[src/rtl/scl_div_pkg.sv]
package scl_div_pkg;
  localparam int unsigned BASE_TICKS = 20;
  localparam int unsigned STEP_TICKS = 8;
  localparam int unsigned SCGD_W     = 6;
  localparam int unsigned COMP_W     = 6;
endpackage

[src/rtl/scl_prediv.sv]
module scl_prediv #(
  parameter int unsigned CDF_W = 2
) (
  input  logic             clk_i,
  input  logic             rst_ni,
  input  logic             en_i,
  input  logic             clr_i,
  input  logic [CDF_W-1:0] cdf_i,
  output logic             tick_o
);
  logic [CDF_W-1:0] cnt_q;

  always_ff @(posedge clk_i or negedge rst_ni) begin
    if (!rst_ni)                cnt_q <= '0;
    else if (clr_i || !en_i)    cnt_q <= '0;
    else if (cnt_q == cdf_i)    cnt_q <= '0;
    else                        cnt_q <= cnt_q + 1'b1;
  end

  assign tick_o = en_i && !clr_i && (cnt_q == cdf_i);


  cnt_range_chk: assert property (@(posedge clk_i) disable iff (!rst_ni)
    cnt_q <= cdf_i);

  tick_gap_chk: assert property (@(posedge clk_i) disable iff (!rst_ni)
    (tick_o && cdf_i != '0) |=> !tick_o);
endmodule

[src/rtl/scl_period.sv]
module scl_period #(
  parameter int unsigned PER_W = 10
) (
  input  logic             clk_i,
  input  logic             rst_ni,
  input  logic             en_i,
  input  logic             clr_i,
  input  logic             tick_i,
  input  logic [PER_W-1:0] per_len_i,
  input  logic [PER_W-1:0] hi_len_i,
  output logic             phase_hi_o,
  output logic             hi_stb_o,
  output logic             lo_stb_o
);
  logic [PER_W-1:0] pos_q;
  logic             last_pos;

  assign last_pos = (pos_q == per_len_i - PER_W'(1));

  always_ff @(posedge clk_i or negedge rst_ni) begin
    if (!rst_ni)               pos_q <= '0;
    else if (clr_i || !en_i)   pos_q <= '0;
    else if (tick_i)           pos_q <= last_pos ? '0 : pos_q + PER_W'(1);
  end

  assign phase_hi_o = (pos_q < hi_len_i);
  assign hi_stb_o   = tick_i && last_pos;
  assign lo_stb_o   = tick_i && (pos_q == hi_len_i - PER_W'(1));


  pos_range_chk: assert property (@(posedge clk_i) disable iff (!rst_ni)
    pos_q < per_len_i);

  fall_after_stb_chk: assert property (@(posedge clk_i) disable iff (!rst_ni)
    lo_stb_o |=> $fell(phase_hi_o));

  rise_after_stb_chk: assert property (@(posedge clk_i) disable iff (!rst_ni)
    hi_stb_o |=> $rose(phase_hi_o));

  idle_hold_chk: assert property (@(posedge clk_i) disable iff (!rst_ni)
    !en_i |=> phase_hi_o && !hi_stb_o && !lo_stb_o);
endmodule

[src/rtl/scl_clk_div.sv]
module scl_clk_div
  import scl_div_pkg::*;
#(
  parameter int unsigned CDF_W = 2
) (
  input  logic                    clk_i,
  input  logic                    rst_ni,
  input  logic                    en_i,
  input  logic                    cfg_we_i,
  input  logic [CDF_W+SCGD_W-1:0] cfg_i,
  input  logic [COMP_W-1:0]       comp_i,
  output logic                    tick_o,
  output logic                    scl_o,
  output logic                    scl_hi_stb_o,
  output logic                    scl_lo_stb_o
);
  localparam int unsigned PER_MAX = BASE_TICKS + STEP_TICKS * (2**SCGD_W - 1) + (2**COMP_W - 1);
  localparam int unsigned PER_W   = $clog2(PER_MAX + 1);

  logic [CDF_W-1:0]  cdf_q;
  logic [SCGD_W-1:0] scgd_q;
  logic [COMP_W-1:0] comp_q;
  logic [PER_W-1:0]  per_len, hi_len;
  logic              tick, phase_hi;

  always_ff @(posedge clk_i or negedge rst_ni) begin
    if (!rst_ni) begin
      cdf_q  <= '0;
      scgd_q <= '0;
      comp_q <= '0;
    end else if (cfg_we_i) begin
      cdf_q  <= cfg_i[CDF_W-1:0];
      scgd_q <= cfg_i[CDF_W +: SCGD_W];
      comp_q <= comp_i;
    end
  end

  assign per_len = PER_W'(BASE_TICKS) + PER_W'(STEP_TICKS) * PER_W'(scgd_q) + PER_W'(comp_q);
  assign hi_len  = per_len >> 1;

  scl_prediv #(.CDF_W(CDF_W)) u_prediv (
    .clk_i  (clk_i),
    .rst_ni (rst_ni),
    .en_i   (en_i),
    .clr_i  (cfg_we_i),
    .cdf_i  (cdf_q),
    .tick_o (tick)
  );

  scl_period #(.PER_W(PER_W)) u_period (
    .clk_i      (clk_i),
    .rst_ni     (rst_ni),
    .en_i       (en_i),
    .clr_i      (cfg_we_i),
    .tick_i     (tick),
    .per_len_i  (per_len),
    .hi_len_i   (hi_len),
    .phase_hi_o (phase_hi),
    .hi_stb_o   (scl_hi_stb_o),
    .lo_stb_o   (scl_lo_stb_o)
  );

  assign tick_o = tick;
  assign scl_o  = !en_i || phase_hi;


  idle_out_chk: assert property (@(posedge clk_i) disable iff (!rst_ni)
    !en_i |-> scl_o && !tick_o);

  stb_excl_chk: assert property (@(posedge clk_i) disable iff (!rst_ni)
    $onehot0({scl_hi_stb_o, scl_lo_stb_o}));
endmodule

[config.mk]
export PLATFORM = sky130hd
export DESIGN_NAME = scl_clk_div
export DESIGN_NICKNAME = d
export VERILOG_FILES = /design/src/rtl/scl_div_pkg.sv /design/src/rtl/scl_prediv.sv /design/src/rtl/scl_period.sv /design/src/rtl/scl_clk_div.sv
export SDC_FILE = /design/constraint.sdc
export NUM_CORES = 1
export LEC_CHECK = 0
export ABC_AREA = 1
export ABC_CLOCK_PERIOD_IN_PS = 6600
export BUFFER_PORTS_ARGS = -buffer_cell sky130_fd_sc_hd__buf_4
export CORE_MARGIN = 2
export CORE_UTILIZATION = 60
export CTS_CLUSTER_DIAMETER = 120
export DETAILED_ROUTE_END_ITERATION = 16
export GPL_TIMING_DRIVEN = 0
export PLACE_DENSITY = 0.8
export SYNTH_ARGS = -nofsm -noshare
export SYNTH_HDL_FRONTEND = slang
export SYNTH_SLANG_ARGS = --single-unit
export TNS_END_PERCENT = 1
[constraint.sdc]
create_clock -name clk_i -period 6.6 [get_ports clk_i]
set_input_delay 1.32 -clock clk_i [delete_from_list [all_inputs] [get_ports clk_i]]
set_output_delay 1.32 -clock clk_i [all_outputs]
set_load 0.05 [all_outputs]
==> flow_results.xml <==
<?xml version="1.0" encoding="UTF-8"?>
<metrics>
  <group name="yosys">
    <metric name="share_of_the_synthesized_netlist_area_taken_by_xor_and_xnor_gates" unit="%">5.01</metric>
    <metric name="synth-compound-area-share" unit="%">5.82</metric>
    <metric name="yosys.cell_count.top_type" unit="">nand2_1</metric>
    <metric name="mappedNetlistArea" unit="mm²">0.00245</metric>
    <metric name="synth_top_family_by_area" unit="">simple AND/OR/NAND/NOR gates</metric>
    <metric name="synth_fp_nets" unit="">422</metric>
    <metric name="yosys_most_used_dff" unit="">dfrtp_1</metric>
    <metric name="ys_seq_area_share" unit="%">26.6</metric>
    <metric name="synth_area_leaders" unit="">dfrtp_1, nand2_1, ha_1, nand3_1, inv_1</metric>
    <metric name="post_synth_fa_ha_maj_area_fraction" unit="%">11.5</metric>
    <metric name="unique_masters_post_synth" unit="">29</metric>
    <metric name="post_synth_edffs" unit="">0</metric>
    <metric name="synth_common_cells" unit="">nand2_1, inv_1, nor2_1, nand3_1, dfrtp_1</metric>
    <metric name="synth_top_area_share" unit="%">26.6</metric>
    <metric name="postSynthRegisterBits" unit="">26</metric>
    <metric name="ys.warnings.count" unit="">0</metric>
    <metric name="yosys.area.top_type" unit="">dfrtp_1</metric>
    <metric name="gate_count_post_synth" unit="">382</metric>
    <metric name="fraction_of_registers_with_async_set_or_reset_after_synthesis" unit="%">100</metric>
    <metric name="syn_avg_cell_area" unit="µm²">6.41</metric>
    <metric name="synth-simple-area-share" unit="%">42.5</metric>
    <metric name="synth.mux.area_fraction" unit="%">0</metric>
  </group>
  <group name="sta">
    <metric name="slew-limit-headroom" unit="%">69.5</metric>
    <metric name="drv_slew" unit="">0</metric>
    <metric name="rsz0062_at_grt" unit="">no</metric>
    <metric name="layout_min_cycle_time" unit="ns">4.66</metric>
    <metric name="fin_crit_sh" unit="%">70.6</metric>
    <metric name="max_freq" unit="GHz">0.215</metric>
    <metric name="worst_slew_pin_tran" unit="ns">0.457</metric>
    <metric name="timing.clock.skew" unit="ns">0.00549</metric>
    <metric name="hold_violations" unit="">0</metric>
    <metric name="finalSetupTns" unit="ns">0</metric>
    <metric name="report.final.setup_viol" unit="">0</metric>
  </group>
  <group name="worst_setup_path">
    <metric name="r2r-start" unit="">scgd_q[0]</metric>
    <metric name="crit_required" unit="ns">5.28</metric>
    <metric name="reg2regPathDepth" unit="">16</metric>
    <metric name="cp_data_arrival_time" unit="ns">3.34</metric>
    <metric name="worstSetupPathType" unit="">reg -&gt; out</metric>
    <metric name="start_kind" unit="">flip-flop</metric>
    <metric name="r2r_setup_slack" unit="ns">3.60</metric>
    <metric name="cp_max_fo" unit="">10</metric>
    <metric name="worstReg2RegEnd" unit="">u_period.pos_q[4]</metric>
    <metric name="setup.worst_path.end_class" unit="">output pin</metric>
  </group>
  <group name="cells_and_area">
    <metric name="nets" unit="">448</metric>
    <metric name="antenna_cells" unit="">0</metric>
    <metric name="layout-drive-gt1-share" unit="%">12.0</metric>
    <metric name="areaGrowthSynthToFinish" unit="%">11.9</metric>
    <metric name="ff_latch_area" unit="µm²">651</metric>
    <metric name="filler_cell_count" unit="">347</metric>
    <metric name="finalNonFillerCells" unit="">457</metric>
    <metric name="area_of_combinational_cells_with_multiple_inputs" unit="mm²">0.00159</metric>
  </group>
  <group name="global_route">
    <metric name="grt_max_degree" unit="">27</metric>
    <metric name="wire_length_of_the_first_global_routing_pass" unit="µm">9350</metric>
    <metric name="global_route_usage_over_all_layers" unit="%">26.5</metric>
    <metric name="antenna_found_initial" unit="">0</metric>
    <metric name="via_count_of_the_first_global_routing_pass" unit="">2195</metric>
    <metric name="gr-total-overflow" unit="">0</metric>
  </group>
  <group name="clock_tree">
    <metric name="cts_setup_buffers" unit="">0</metric>
    <metric name="clock_tree.htree_level_count" unit="">1</metric>
    <metric name="post_cts_hold_buffer_count" unit="">0</metric>
    <metric name="root_buffer" unit="">clkbuf_8</metric>
    <metric name="clock_sinks" unit="">26</metric>
    <metric name="cts.repair.resized" unit="">0</metric>
    <metric name="tritoncts_clock_tree" unit="">yes</metric>
    <metric name="cts_made_buffers" unit="">3</metric>
    <metric name="worst_skew_pair.late_latency" unit="ns">0.28</metric>
    <metric name="clock_path_buffers" unit="">2</metric>
    <metric name="clock_edge_transition_at_the_registers_on_the_reported_setup_and_hold_paths" unit="ns">0.10</metric>
  </group>
  <group name="die">
    <metric name="start_util" unit="%">61.7</metric>
    <metric name="coreArea" unit="mm²">0.00397</metric>
    <metric name="die_area" unit="mm²">0.00461</metric>
    <metric name="die-height" unit="µm">67.9</metric>
    <metric name="boundaryPins" unit="">22</metric>
    <metric name="floorplan.die.width" unit="µm">67.9</metric>
    <metric name="core.rowCount" unit="">23</metric>
  </group>
  <group name="pwr">
    <metric name="power_density" unit="mW/mm²">192</metric>
    <metric name="power.ir.vdd_worst" unit="mV">0.125</metric>
    <metric name="leakagePower" unit="nW">1.45</metric>
  </group>
  <group name="place">
    <metric name="place.detailed.instances" unit="">453</metric>
    <metric name="gp_congestion" unit="">0.888</metric>
    <metric name="placement.io_buffers" unit="">21</metric>
    <metric name="place.detailed.hpwl" unit="µm">4340</metric>
  </group>
  <group name="drt">
    <metric name="wl_per_cell" unit="µm">12.0</metric>
    <metric name="detail_route.drc_violations" unit="">0</metric>
    <metric name="drt_pre_antenna_iters" unit="">4</metric>
    <metric name="antenna_violating_nets_post_route" unit="">0</metric>
    <metric name="drt-vias-per-instance" unit="">5.16</metric>
    <metric name="dr_total_vias" unit="">2358</metric>
    <metric name="drt_iter0_markers" unit="">133</metric>
    <metric name="postRouteWirelength" unit="µm">5470</metric>
  </group>
  <group name="worst_hold_path">
    <metric name="worst_hold_startpoint" unit="">comp_q[3]</metric>
    <metric name="hold_path_class" unit="">reg -&gt; reg</metric>
    <metric name="hold_path_end" unit="">comp_q[3]</metric>
    <metric name="worstHoldPathCells" unit="">2</metric>
  </group>
  <group name="run">
    <metric name="max_cap_viol_count" unit="">0</metric>
  </group>
  <group name="run_status">
    <metric name="run_status" unit="">completed</metric>
  </group>
</metrics>
-- placed cells by master, fill, tap and decap left out --
master     netlist  final
nor2_2           8      8
fa_1             1      1
nor3_1           5      5
a21oi_1          8      8
nand2_1        150    150
nand3b_1         1      1
nand2_4          2      2
xor2_1           6      6
dfrtp_1         26     26
o2111ai_1        1      1
buf_2            1      1
buf_4            0     21
clkbuf_8         0      3
ha_1            21     21
inv_2            2      2
nand3_2          2      2
bufinv_16        0      1
nand3_1         31     31
nand4_1          4      4
clkbuf_1         3      3
xnor2_1          8      8
o21ai_0         14     14
nand2_2          5      5
nor2_1          32     32
nor3b_1          3      3
clkbuf_2         1      1
a21oi_2          1      1
buf_6            2      2
clkinv_1         1      1
inv_1           41     41
o211ai_1         1      1
a21boi_0         1      1
-- registers in the layout (all words and copies together) (netlist names) --
name	flops
u_prediv.cnt_q	2
scgd_q	6
cdf_q	2
comp_q	6
u_period.pos_q	10
-- cell type report --
class / count / area share, %
multi-input cells: 305 / 58.0
repair buffers: 21 / 5.75
clock inverters: 1 / 1.10
flip-flops and latches: 26 / 23.7
well taps: 50 / 2.28
clock buffers: 3 / 1.51
inverters: 44 / 6.02
plain buffers: 7 / 1.60
-- through the flow --
stage	util, %	setup WS, ns	power (mW)	instance area (µm²)	hold WS, ns
2_1_floorplan	-	1.84	0.342	2450	0.446
3_3_place_gp	67.2	2.30	0.383	2670	0.460
3_5_place_dp	67.2	2.27	0.390	2670	0.471
4_1_cts	69.0	1.94	0.529	2740	0.497
5_1_grt	69.0	1.63	0.567	2740	0.518
6_report	69.0	1.94	0.527	2740	0.491
-- power breakdown --
group	internal, mW	total (mW)	switching [mW]
combinational	0.0773	0.211	0.134
sequential	0.168	0.177	0.00896
clock	0.0813	0.138	0.0572
total	0.327	0.527	0.200
-- layer usage --
metal / global-route usage [%] / vias up / wire length (µm)
met5: 0 / - / 0
met4: 5.75 / 0 / 59
met3: 2.80 / 6 / 158
met2: 46.4 / 47 / 2580
met1: 35.1 / 1057 / 2670
li1: - / 1248 / -
-- worst max-delay path by stage --
stage | startpoint | endpoint | slack [ns] | depth (start not counted)
floorplan | cfg_we_i | scl_lo_stb_o | 1.84 | 9
global placement | scgd_q[0] | scl_hi_stb_o | 2.30 | 17
detailed placement | scgd_q[0] | scl_hi_stb_o | 2.27 | 16
CTS | scgd_q[0] | scl_hi_stb_o | 1.94 | 16
global route | scgd_q[0] | scl_hi_stb_o | 1.63 | 16
finish | scgd_q[0] | scl_hi_stb_o | 1.94 | 16
-- cell families (layout without fill, tap and decap cells) --
logic type,Yosys count,count (layout)
compound gates,26,26
simple gates,243,243
flops,26,26
xor+xnor,14,14
fa+ha+maj,22,22
buf+inv,51,76
-- critical path: stages (launching register included) --
cell and delay (ns):
dfrtp_1 0.40, ha_1 0.32, ha_1 0.27, fa_1 0.58, nor2_1 0.21, inv_1 0.06
nor2_1 0.20, inv_1 0.09, nand2_1 0.07, nand2_1 0.04, nor2_1 0.10, nand3_1 0.08
nor2_2 0.09, nand3_2 0.10, buf_6 0.16, nor2_2 0.07, buf_4 0.20
Note: power is estimated with default switching activity, not from simulation.
